<file path="src/rtl/aud_irq_pkg.sv">
package aud_irq_pkg;

    localparam int REG_W = 8;

    localparam logic [3:0] IDX_STATUS  = 4'd0;
    localparam logic [3:0] IDX_MASK    = 4'd1;
    localparam logic [3:0] IDX_TXOVR   = 4'd2;
    localparam logic [3:0] IDX_RXOVR   = 4'd3;
    localparam logic [3:0] IDX_TXTRIG  = 4'd4;
    localparam logic [3:0] IDX_RXTRIG  = 4'd5;
    localparam logic [3:0] IDX_TXFLUSH = 4'd8;
    localparam logic [3:0] IDX_RXFLUSH = 4'd9;

    localparam int BIT_RXDA = 0;
    localparam int BIT_RXFO = 1;
    localparam int BIT_TXFE = 4;
    localparam int BIT_TXFO = 5;

    localparam logic [REG_W-1:0] MASK_IMPL = 8'h33;

    typedef struct packed {
        logic txfe;
        logic rxda;
        logic txfo;
        logic rxfo;
    } chan_flags_t;

    function automatic logic [REG_W-1:0] pack_flags(input chan_flags_t f);
        logic [REG_W-1:0] r;
        r           = '0;
        r[BIT_RXDA] = f.rxda;
        r[BIT_RXFO] = f.rxfo;
        r[BIT_TXFE] = f.txfe;
        r[BIT_TXFO] = f.txfo;
        return r;
    endfunction

endpackage

</file>
<file path="src/rtl/aud_irq_chan.sv">
module aud_irq_chan
    import aud_irq_pkg::*;
#(
    parameter int LVL_W = 5
) (
    input  logic             clk,
    input  logic             rst_n,
    input  logic [LVL_W-1:0] tx_level,
    input  logic [LVL_W-1:0] rx_level,
    input  logic [LVL_W-1:0] tx_trig,
    input  logic [LVL_W-1:0] rx_trig,
    input  logic             tx_ovf,
    input  logic             rx_ovf,
    input  logic             clr_tx,
    input  logic             clr_rx,
    output chan_flags_t      flags
);

    chan_flags_t flags_d, flags_q;

    always_comb begin
        flags_d      = flags_q;
        flags_d.txfe = (tx_level <= tx_trig);
        flags_d.rxda = (rx_level > rx_trig);
        // a fresh overflow wins over a clearing read in the same cycle
        flags_d.txfo = tx_ovf | (flags_q.txfo & ~clr_tx);
        flags_d.rxfo = rx_ovf | (flags_q.rxfo & ~clr_rx);
    end

    always_ff @(posedge clk or negedge rst_n) begin
        if (!rst_n) flags_q <= '0;
        else        flags_q <= flags_d;
    end

    assign flags = flags_q;

    AST_TXFO_SET: assert property (@(posedge clk) disable iff (!rst_n)
        tx_ovf |=> flags_q.txfo);
    AST_RXFO_SET: assert property (@(posedge clk) disable iff (!rst_n)
        rx_ovf |=> flags_q.rxfo);
    AST_TXFO_HOLD: assert property (@(posedge clk) disable iff (!rst_n)
        (flags_q.txfo && !clr_tx) |=> flags_q.txfo);
    AST_RXFO_HOLD: assert property (@(posedge clk) disable iff (!rst_n)
        (flags_q.rxfo && !clr_rx) |=> flags_q.rxfo);
    AST_TXFO_CLR: assert property (@(posedge clk) disable iff (!rst_n)
        (clr_tx && !tx_ovf) |=> !flags_q.txfo);
    AST_RXFO_CLR: assert property (@(posedge clk) disable iff (!rst_n)
        (clr_rx && !rx_ovf) |=> !flags_q.rxfo);

endmodule

</file>
<file path="src/rtl/aud_irq_regs.sv">
module aud_irq_regs
    import aud_irq_pkg::*;
#(
    parameter int NUM_CH = 4,
    parameter int LVL_W  = 5,
    parameter int ADDR_W = 6
) (
    input  logic                              clk,
    input  logic                              rst_n,
    input  logic                              reg_wr,
    input  logic                              reg_rd,
    input  logic [ADDR_W-1:0]                 reg_addr,
    input  logic [REG_W-1:0]                  reg_wdata,
    input  chan_flags_t [NUM_CH-1:0]          flags,
    output logic [NUM_CH-1:0][REG_W-1:0]      mask,
    output logic [NUM_CH-1:0][LVL_W-1:0]      tx_trig,
    output logic [NUM_CH-1:0][LVL_W-1:0]      rx_trig,
    output logic [NUM_CH-1:0]                 clr_tx,
    output logic [NUM_CH-1:0]                 clr_rx,
    output logic [REG_W-1:0]                  rdata,
    output logic                              tx_flush,
    output logic                              rx_flush
);

    localparam int CH_W = ADDR_W - 4;

    typedef struct packed {
        logic [NUM_CH-1:0][REG_W-1:0] mask;
        logic [NUM_CH-1:0][LVL_W-1:0] txtrig;
        logic [NUM_CH-1:0][LVL_W-1:0] rxtrig;
        logic                         txfl;
        logic                         rxfl;
        logic [REG_W-1:0]             rdata;
    } regs_t;

    regs_t regs_d, regs_q;

    logic [CH_W-1:0] sel_ch;
    logic [3:0]      sel_idx;
    logic            ch_ok;

    assign sel_ch  = reg_addr[ADDR_W-1:4];
    assign sel_idx = reg_addr[3:0];
    assign ch_ok   = (int'(sel_ch) < NUM_CH);

    always_comb begin
        regs_d       = regs_q;
        regs_d.txfl  = 1'b0;
        regs_d.rxfl  = 1'b0;
        regs_d.rdata = '0;
        clr_tx       = '0;
        clr_rx       = '0;

        if (reg_wr) begin
            case (sel_idx)
                IDX_TXFLUSH: regs_d.txfl = reg_wdata[0];
                IDX_RXFLUSH: regs_d.rxfl = reg_wdata[0];
                IDX_MASK: begin
                    if (ch_ok) regs_d.mask[sel_ch] = reg_wdata & MASK_IMPL;
                end
                IDX_TXTRIG: begin
                    if (ch_ok) regs_d.txtrig[sel_ch] = reg_wdata[LVL_W-1:0];
                end
                IDX_RXTRIG: begin
                    if (ch_ok) regs_d.rxtrig[sel_ch] = reg_wdata[LVL_W-1:0];
                end
                default: ;
            endcase
        end

        if (reg_rd && ch_ok) begin
            case (sel_idx)
                IDX_STATUS: regs_d.rdata = pack_flags(flags[sel_ch]);
                IDX_MASK:   regs_d.rdata = regs_q.mask[sel_ch];
                IDX_TXOVR: begin
                    regs_d.rdata    = {{(REG_W-1){1'b0}}, flags[sel_ch].txfo};
                    clr_tx[sel_ch]  = 1'b1;
                end
                IDX_RXOVR: begin
                    regs_d.rdata    = {{(REG_W-1){1'b0}}, flags[sel_ch].rxfo};
                    clr_rx[sel_ch]  = 1'b1;
                end
                IDX_TXTRIG: regs_d.rdata = REG_W'(regs_q.txtrig[sel_ch]);
                IDX_RXTRIG: regs_d.rdata = REG_W'(regs_q.rxtrig[sel_ch]);
                default: ;
            endcase
        end
    end

    always_ff @(posedge clk or negedge rst_n) begin
        if (!rst_n) begin
            regs_q       <= '0;
            regs_q.mask  <= {NUM_CH{MASK_IMPL}};
        end else begin
            regs_q <= regs_d;
        end
    end

    assign mask     = regs_q.mask;
    assign tx_trig  = regs_q.txtrig;
    assign rx_trig  = regs_q.rxtrig;
    assign rdata    = regs_q.rdata;
    assign tx_flush = regs_q.txfl;
    assign rx_flush = regs_q.rxfl;

    AST_RDATA_IDLE: assert property (@(posedge clk) disable iff (!rst_n)
        !reg_rd |=> (rdata == '0));
    AST_TXFLUSH_SRC: assert property (@(posedge clk) disable iff (!rst_n)
        tx_flush |-> $past(reg_wr));
    AST_RXFLUSH_SRC: assert property (@(posedge clk) disable iff (!rst_n)
        rx_flush |-> $past(reg_wr));
    AST_CLR_ONEHOT: assert property (@(posedge clk) disable iff (!rst_n)
        $onehot0({clr_tx, clr_rx}));

endmodule

</file>
<file path="src/rtl/aud_irq_merge.sv">
module aud_irq_merge
    import aud_irq_pkg::*;
#(
    parameter int NUM_CH = 4
) (
    input  logic                         clk,
    input  logic                         rst_n,
    input  chan_flags_t [NUM_CH-1:0]     flags,
    input  logic [NUM_CH-1:0][REG_W-1:0] mask,
    output logic                         irq
);

    typedef struct packed {
        logic irq;
    } merge_t;

    merge_t merge_d, merge_q;
    logic [NUM_CH-1:0] chan_pend;

    for (genvar c = 0; c < NUM_CH; c++) begin : g_pend
        assign chan_pend[c] = |(pack_flags(flags[c]) & ~mask[c]);
    end

    always_comb begin
        merge_d     = merge_q;
        merge_d.irq = |chan_pend;
    end

    always_ff @(posedge clk or negedge rst_n) begin
        if (!rst_n) merge_q <= '0;
        else        merge_q <= merge_d;
    end

    assign irq = merge_q.irq;

    AST_IRQ_QUIET: assert property (@(posedge clk) disable iff (!rst_n)
        (chan_pend == '0) |=> !irq);
    AST_IRQ_RAISE: assert property (@(posedge clk) disable iff (!rst_n)
        (chan_pend != '0) |=> irq);

endmodule

</file>
<file path="src/rtl/aud_irq_ctrl.sv">
module aud_irq_ctrl
    import aud_irq_pkg::*;
#(
    parameter int NUM_CH = 4,
    parameter int LVL_W  = 5,
    parameter int ADDR_W = 4 + ((NUM_CH > 1) ? $clog2(NUM_CH) : 1)
) (
    input  logic                    clk,
    input  logic                    rst_n,
    input  logic                    reg_wr,
    input  logic                    reg_rd,
    input  logic [ADDR_W-1:0]       reg_addr,
    input  logic [7:0]              reg_wdata,
    output logic [7:0]              reg_rdata,
    input  logic [NUM_CH*LVL_W-1:0] tx_level,
    input  logic [NUM_CH*LVL_W-1:0] rx_level,
    input  logic [NUM_CH-1:0]       tx_ovf,
    input  logic [NUM_CH-1:0]       rx_ovf,
    output logic                    irq,
    output logic                    tx_flush,
    output logic                    rx_flush
);

    chan_flags_t [NUM_CH-1:0]          flags;
    logic [NUM_CH-1:0][REG_W-1:0]      mask;
    logic [NUM_CH-1:0][LVL_W-1:0]      tx_trig;
    logic [NUM_CH-1:0][LVL_W-1:0]      rx_trig;
    logic [NUM_CH-1:0]                 clr_tx;
    logic [NUM_CH-1:0]                 clr_rx;

    aud_irq_regs #(
        .NUM_CH (NUM_CH),
        .LVL_W  (LVL_W),
        .ADDR_W (ADDR_W)
    ) u_regs (
        .clk       (clk),
        .rst_n     (rst_n),
        .reg_wr    (reg_wr),
        .reg_rd    (reg_rd),
        .reg_addr  (reg_addr),
        .reg_wdata (reg_wdata),
        .flags     (flags),
        .mask      (mask),
        .tx_trig   (tx_trig),
        .rx_trig   (rx_trig),
        .clr_tx    (clr_tx),
        .clr_rx    (clr_rx),
        .rdata     (reg_rdata),
        .tx_flush  (tx_flush),
        .rx_flush  (rx_flush)
    );

    for (genvar c = 0; c < NUM_CH; c++) begin : g_chan
        aud_irq_chan #(
            .LVL_W (LVL_W)
        ) u_chan (
            .clk      (clk),
            .rst_n    (rst_n),
            .tx_level (tx_level[c*LVL_W +: LVL_W]),
            .rx_level (rx_level[c*LVL_W +: LVL_W]),
            .tx_trig  (tx_trig[c]),
            .rx_trig  (rx_trig[c]),
            .tx_ovf   (tx_ovf[c]),
            .rx_ovf   (rx_ovf[c]),
            .clr_tx   (clr_tx[c]),
            .clr_rx   (clr_rx[c]),
            .flags    (flags[c])
        );
    end

    aud_irq_merge #(
        .NUM_CH (NUM_CH)
    ) u_merge (
        .clk   (clk),
        .rst_n (rst_n),
        .flags (flags),
        .mask  (mask),
        .irq   (irq)
    );

endmodule

</file>
<file path="config.mk">
export PLATFORM = sky130hd
export DESIGN_NAME = aud_irq_ctrl
export DESIGN_NICKNAME = d
export VERILOG_FILES = /design/src/rtl/aud_irq_pkg.sv /design/src/rtl/aud_irq_chan.sv /design/src/rtl/aud_irq_regs.sv /design/src/rtl/aud_irq_merge.sv /design/src/rtl/aud_irq_ctrl.sv
export SDC_FILE = /design/constraint.sdc
export NUM_CORES = 1
export LEC_CHECK = 0
export BUFFER_PORTS_ARGS = -buffer_cell sky130_fd_sc_hd__buf_2
export CAP_MARGIN = 15
export CORE_ASPECT_RATIO = 1.4
export CORE_MARGIN = 2
export CORE_UTILIZATION = 43
export CTS_CLUSTER_DIAMETER = 200
export CTS_CLUSTER_SIZE = 25
export DETAILED_ROUTE_END_ITERATION = 10
export SYNTH_ARGS = -nofsm -noshare
export SYNTH_HDL_FRONTEND = slang
export SYNTH_HIERARCHICAL = 1
export SYNTH_SLANG_ARGS = --single-unit
</file>
<file path="constraint.sdc">
create_clock -name clk -period 2.57 [get_ports clk]
set_clock_uncertainty 0.1 [all_clocks]
set_input_delay 0.514 -clock clk [delete_from_list [all_inputs] [get_ports clk]]
set_output_delay 0.514 -clock clk [all_outputs]
set_load 0.02 [all_outputs]
</file>
Word level (Yosys, flattened, before mapping)
Index checks and enable logic that the tools add are counted.
Widths: inputs -> output; s select.

word-level totals
  input port bits = 66
  output and inout bits = 11
  flip-flop bits (word level) = 99
  logic and storage cells = 113

cells by class
  bitwise gates (word level) = 32
  reductions and logical operators = 6
  multiplexer cells = 26
  $lt $le $gt $ge = 10
  equality and inequality tests = 7

operators by type and width
  operator            number
  $pmux 8 s6          1
  $bwmux 20           2
  $and 6x8->8         4
  $bwmux 32           1
  $not 8->8           4
  $reduce_or 32->1    1
  $mux 8              3
  $bmux 5 s2          2
  $gt 5x5->1          4
  $le 5x5->1          4
  $mux 4              5
  $bmux 8 s2          1
  $demux 8 s2         1
  $mux 5              3
  $demux 5 s2         1
  $and 1x1->1         8
  $bmux 4 s2          1
  $eq 4x2->1 const B  2
  $eq 4x3->1 const B  2
  $eq 4x4->1 const B  2
  $not 1->1           8
  $or 1x1->1          8
  $reduce_and 2->1    3
  $eq 4x1->1 const B  1
  7 further kinds     9

Logic depth before layout (Yosys ltp)
Gate-level depths: netlist of the first run.

  depth after elaboration = 9
  gate-level depth with buffers = 6
  mapped depth without buffers = 6

Modules after synthesis
The synthesis of the first run kept the hierarchy.

by module, submodules not included
  module         sequential area each (sq um)  area each (sq um)  cells an instance  instances
  aud_irq_regs   1621.6                        3294.4             236                1
  aud_irq_chan   100.1                         362.8              42                 4
  aud_irq_merge  25.0                          203.9              22                 1

Worst setup path before layout of the first run
No wires, ideal clock.

  path type = input-to-reg
  start point = in reg_addr[0]
  end point = reg u_regs.regs_q[10], in the netlist u_regs/rx_trig[0]
  data required time = 2.345 ns
  path buffers = 2
  slack = 0.488 ns
  cell stages on the path = 6
  arrival time = 1.857 ns
  library setup time = 0.125 ns
  cell sequence = buf_6 -> nand3b_4 -> or3b_4 -> or3_1 -> buf_6 -> mux2_4

on the way
  word-level cells in the longest chain between the ends = 2

ends and longest elaborated chain
  element                            RTL line            RTL
  start: declaration                 aud_irq_ctrl.sv:12  input logic [ADDR_W-1:0] reg_addr,
  $eq 4x3->1                         aud_irq_regs.sv:55  case (sel_idx)
  $reduce_and 2->1 (no source line)  n/a
  end signal: assignment             aud_irq_regs.sv:95  regs_q <= regs_d;
  end: declaration                   aud_irq_regs.sv:36  regs_t regs_d, regs_q;

Every way passes these cells.
A chain may end at the register's enable or synchronous reset.

Final worst setup path of the first run
  start point = in reg_addr[4]
  end point = reg, netlist name u_regs/mask[29]

on the way
  word-level cells in the longest chain between the ends = 5
  elaborated cells on any way between the ends = 6
  those cells by class = order compare (2); mux (3); reduce/logical (1)

ends and longest elaborated chain
  element                                                                RTL line            RTL
  $lt 2x3->1 (implied by the code) / $ge 2x1->1 (equally long branches)  aud_irq_regs.sv:59  if (ch_ok) regs_d.mask[sel_ch] = reg_wdata & MASK_IMPL;
  $logic_and 1x1->1 (implied by the code)                                aud_irq_regs.sv:59
  $mux 8 (implied by the code)                                           aud_irq_regs.sv:59
  $demux 8 s2 (*)                                                        n/a
  $bwmux 32 (*)                                                          aud_irq_regs.sv:59

Every way passes the cells marked *; elsewhere a longest branch is shown, timed or not.

==> metrics, run 1 <==
CP max FO=22; Clock Sinks=81; CTS H-Tree Depth=3; vias per cell=5.31; CP required=around 2.7 ns; synth warn=6; CP endpoint kind=flop; PD cells=around 610 nW/µm²; clock buffer depth=2; Min Hold Slack=between 0.04 and 0.05 ns; # diodes=0; # DRC=0; global-route wire length before repair=approximately 18000 µm; num rows=45; post-synthesis cell area=4830 µm²; status=finished, final reports clean; number of global-route vias before repair=approximately 3600; DP HPWL=~9000 µm; Remaining Overflow, GRT=0; CTS resizes=0; kind of critical path=primary input to flop; Crit Reg-Reg Endpoint=u_merge/irq$_DFF_PN0_; CTS buffer count=9; starting density of the core=0.442; Leakage=2.64 nW; largest net degree at the start of global routing=44; drt first pass iters=4; RSZ-0062 raised after global routing=false; Layout area overhead=16.6%; Mapped Cells=roughly 400; Slew Limit Fails=0; CP Launch Type=primary input; drt wl/cell=approximately 18 µm; Finished Cell Area=5630 µm²; drt initial violations=92; Slowest cell on crit path=nor4_1; CTS tree=built; Final Critical Period=2.21 ns; worst setup margin=0.358 ns; Core Util, Final=0.515; worst slew pin tran=0.600 ns; # setup viols final=0; syn avg cell area=11.8 µm²; Setup crit end=u_regs/mask[29]$_DFFE_PN1P_; port bufs=72; CP cell instances=buf_2, nand2_1, nor4_1, buf_4, mux2_2; Die X=a little over 90 µm; Arr. time, crit path=2.37 ns; setup TNS=0 ns; Setup WS pre-CTS=0.101 ns; Worst R2R Start=u_regs/mask[17]$_DFFE_PN1P_; maximum vdd drop=about 0.00030 V; Placer Congestion=0.804; WL final=11300 µm; die area=12100 µm²; Post-layout nets=between 500 and 600; Final Hold Fails=0; flop2flop setup slack=0.98 ns; layout cells sized above 1=0.397; Root Buffer=clkbuf_16; Tot GR Track Use=0.195; Setup Fix Bufs, Post-CTS=0; total number of vias=3372; Slew HR=0.600; antenna-violating nets left=0; FF-to-FF path depth=3; period utilization=0.861; launch point of the worst path=reg_addr[4]; hold_buf cts=0; Max-Cap Viols=0; clock-pin slew on the worst setup and hold paths=roughly 0.06 ns; die height=129 µm; Fmax=between 400 and 500 MHz; placed cell area=5370 µm²; initial antenna violation count=0; max incr delay on CP=0.50 ns; worst hold path class=primary input to asynchronous set/reset pin; Core ar.=approximately 11000 µm²; IO Count=77; Clock Latency Late Sink=0.34 ns
flip-flops by register name (all words and copies together), names as in the netlist:
register,cells
u_regs/rx_trig,20
u_regs/tx_flush,1
u_regs/tx_trig,20
u_regs/rx_flush,1
g_chan.u_chan/flags,16
u_merge/irq,1
u_regs/mask,16
u_regs/rdata,6
placed cells by master, fill, tap and decap left out, drive strengths merged, types with 4 or more instances in the layout:
cell type	count
buf	81
dfrtp	65
inv	60
mux2	57
ha	40
nand2	18
a21oi	17
mux4	16
dfstp	16
nor2	15
nor2b	15
mux2i	13
clkbuf	12
nand4	9
a21o	8
o221ai	8
o21ai	4
o21a	4
a2111oi	4
nor3	4
where the power goes:
part           total [W]  switching, W  internal, W
sequential       0.00158      0.000125      0.00145
clock            0.00114      0.000489     0.000650
combinational   0.000706      0.000337     0.000369
total            0.00342      0.000951      0.00247
per-layer routing:
layer / track usage / up-vias / wire length [µm]
met5: 0 / - / 0
met4: 0.0588 / 0 / 150
met3: 0.0273 / 10 / 358
met2: 0.377 / 64 / 6220
met1: 0.218 / 1684 / 4560
li1: - / 1614 / -
worst max-delay path, delay by kind of cell:
kind          cells  cell delay (ns)
simple gates      2             0.81
buf+inv           2             0.70
mux               1             0.33
worst min path at each step:
stage	start	to	depth (start not counted)
finish	rst_n	g_chan[1].u_chan/flags[1]$_DFF_PN0_	1
global route	rst_n	g_chan[1].u_chan/flags[1]$_DFF_PN0_	1
CTS	rst_n	g_chan[1].u_chan/flags[1]$_DFF_PN0_	1
detailed placement	g_chan[1].u_chan/flags[0]$_DFF_PN0_	g_chan[1].u_chan/flags[0]$_DFF_PN0_	1
global placement	g_chan[3].u_chan/flags[0]$_DFF_PN0_	g_chan[3].u_chan/flags[0]$_DFF_PN0_	1
floorplan	rst_n	g_chan[0].u_chan/flags[0]$_DFF_PN0_	0
per-stage QoR:
stage / std cells / total power, W
finish: 635 / 0.00342
global route: 635 / 0.00361
CTS: 635 / 0.00346
detailed placement: 619 / 0.00232
global placement: 619 / 0.00228
floorplan: 411 / 0.00205
area by class of cell:
cell class / instances / area, µm²
multi-input cells: 256 / 2480
well taps: 141 / 176
clock inverters: 4 / 22.5
inverters: 60 / 225
fillers: 1022 / 5290
flip-flops and latches: 81 / 2050
repair buffers: 81 / 443
clock buffers: 12 / 236
No activity file was read; power rests on OpenSTA's default activity.
==> inputs of run 2 (changes only) <==
--- a/config.mk
+++ b/config.mk
@@ -9,10 +9,11 @@
 export CAP_MARGIN = 15
 export CORE_ASPECT_RATIO = 1.4
 export CORE_MARGIN = 2
-export CORE_UTILIZATION = 43
+export CORE_UTILIZATION = 41
 export CTS_CLUSTER_DIAMETER = 200
-export CTS_CLUSTER_SIZE = 25
+export CTS_CLUSTER_SIZE = 24
 export DETAILED_ROUTE_END_ITERATION = 10
+export REMOVE_ABC_BUFFERS = 1
 export SYNTH_ARGS = -nofsm -noshare
 export SYNTH_HDL_FRONTEND = slang
 export SYNTH_HIERARCHICAL = 1
==> metrics, run 2 (same netlist as run 1, synthesis figures left out) <==
status=finished, final reports clean; internal power=approximately 0.0027 W; area occupied by multi-input gates=2480 µm²; kind of critical path=primary input to flop; drt initial violations=72; period utilization=0.868; Arr. time, crit path=2.38 ns; Slew Limit Fails=0; delay-heaviest family, CP=simple AND/OR/NAND/NOR gates; # setup viols final=0; antenna-violating nets left=0; Post-layout nets=slightly below 600; Slowest cell on crit path=nor4_1; CP cell instances=buf_2, nand2_1, nor4_1, buf_4, mux2_2; Die X=95.7 µm; DP HPWL=8680 µm; part of the power in registers=0.438; Core ar.=11400 µm²; Post-Place Cells=about 620; commonest non-fill, non-tap cells in the layout=buf_2 (71), dfrtp_1 (65), inv_1 (60), mux2_2 (52), ha_1 (40); largest net degree at the start of global routing=43; setup TNS=0 ns; P_sw=0.000947 W; clock buffer depth=2; Combinational Power Share=0.198; Tot GR Track Use=0.184; Slew HR=0.529; Placer Congestion=roughly 0.78; drt wl/cell=17.5 µm; CTS resizes=0; Clock Power Share=0.364; Finished Cell Area=around 5700 µm²; Clock Sinks=~80; clock-pin slew on the worst setup and hold paths=around 0.06 ns; most common cell after layout, fill and taps aside=buf_2; placed cell area=5390 µm²; vias per cell=5.31; die area=12700 µm²; Final Hold Fails=0; Final Critical Period=2.23 ns; CP endpoint kind=flop; CTS H-Tree Depth=3; drt first pass iters=4; Layout area overhead=18.0%; worst setup margin=0.340 ns; CTS tree=built; # DRC=0; num rows=46; Setup Fix Bufs, Post-CTS=0; CTS buffer count=9; total number of vias=3387; layout cells sized above 1=0.399; CP required=between 2 and 3 ns; # diodes=0; non-filler instance count after layout=638; Clock Latency Late Sink=0.33 ns; die height=between 100 and 150 µm; Core Util, Final=0.500; Fmax=roughly 450 MHz; PD cells=632 nW/µm²; starting density of the core=0.424; RSZ-0062 raised after global routing=false; switching share of power=0.263; maximum vdd drop=0.000257 V; number of global-route vias before repair=3576; port bufs=72; CP max FO=20; WP buf/inv=2; worst slew pin tran=0.700 ns; IO Count=77; Leakage=between 2 and 3 nW; Max-Cap Viols=0; WL final=roughly 11000 µm; initial antenna violation count=0; Setup WS pre-CTS=0.0277 ns; sequential cell area=2050 µm²; FILL cells=1059; CP Launch Type=primary input; max incr delay on CP=0.59 ns; global-route wire length before repair=between 15000 and 20000 µm; worst hold path class=primary input to asynchronous set/reset pin; Root Buffer=clkbuf_16; hold_buf cts=0; Remaining Overflow, GRT=0
run 2: changes by cell type in the layout (fill, tap and decap cells not counted):
cell	before	now
clkbuf_8	0	3
clkinv_2	3	1
buf_12	1	2
buf_4	9	8
bufinv_16	0	1
clkbuf_1	3	2
clkinvlp_4	1	0
run 2: area by class of cell:
| cell class | instances | area share |
|---|---|---|
| Multi-Input combinational cell | 256 | 0.435 |
| Sequential cell | 81 | 0.359 |
| Timing Repair Buffer | 81 | 0.0799 |
| Clock buffer | 14 | 0.0481 |
| Inverter | 60 | 0.0395 |
| Tap cell | 144 | 0.0316 |
| Clock inverter | 2 | 0.00615 |
run 2: through the flow:
step	hold slack [ns]	power [W]
floorplan	0.118	0.00202
global placement	0.398	0.00228
detailed placement	0.393	0.00232
CTS	0.0801	0.00364
global route	0.107	0.00379
finish	0.0655	0.00360
run 2: power groups by stage:
stage	Clock (W)	Combinational [W]	Sequential [W]
3_5_place_dp	0	0.000717	0.00160
5_1_grt	0.00139	0.000803	0.00160
6_report	0.00131	0.000712	0.00158
2_1_floorplan	0	0.000473	0.00155
4_1_cts	0.00134	0.000722	0.00158
3_3_place_gp	0	0.000682	0.00160
run 2: layer usage:
metal	global-route usage	routed length [µm]	vias up
met5	0	0	-
met4	0.0698	248	0
li1	-	-	1618
met3	0.0216	386	19
met1	0.225	4620	1676
met2	0.327	5950	74
run 2: final timing paths:
| path | start | end | slack, ns | cells after the start |
|---|---|---|---|---|
| max in group asynchronous | rst_n | u_regs/mask[5]$_DFFE_PN1P_ | 1.63 | 2 |
| min in group clk | tx_ovf[0] | g_chan[0].u_chan/flags[1]$_DFF_PN0_ | 0.26 | 2 |
| min reg2reg | g_chan[3].u_chan/flags[0]$_DFF_PN0_ | g_chan[3].u_chan/flags[0]$_DFF_PN0_ | 0.41 | 1 |
| min | rst_n | u_merge/irq$_DFF_PN0_ | 0.07 | 1 |
| max reg2reg | u_regs/mask[25]$_DFFE_PN1P_ | u_regs/rdata[1]$_DFF_PN0_ | 1.08 | 3 |
| max | reg_addr[5] | u_regs/mask[25]$_DFFE_PN1P_ | 0.34 | 5 |
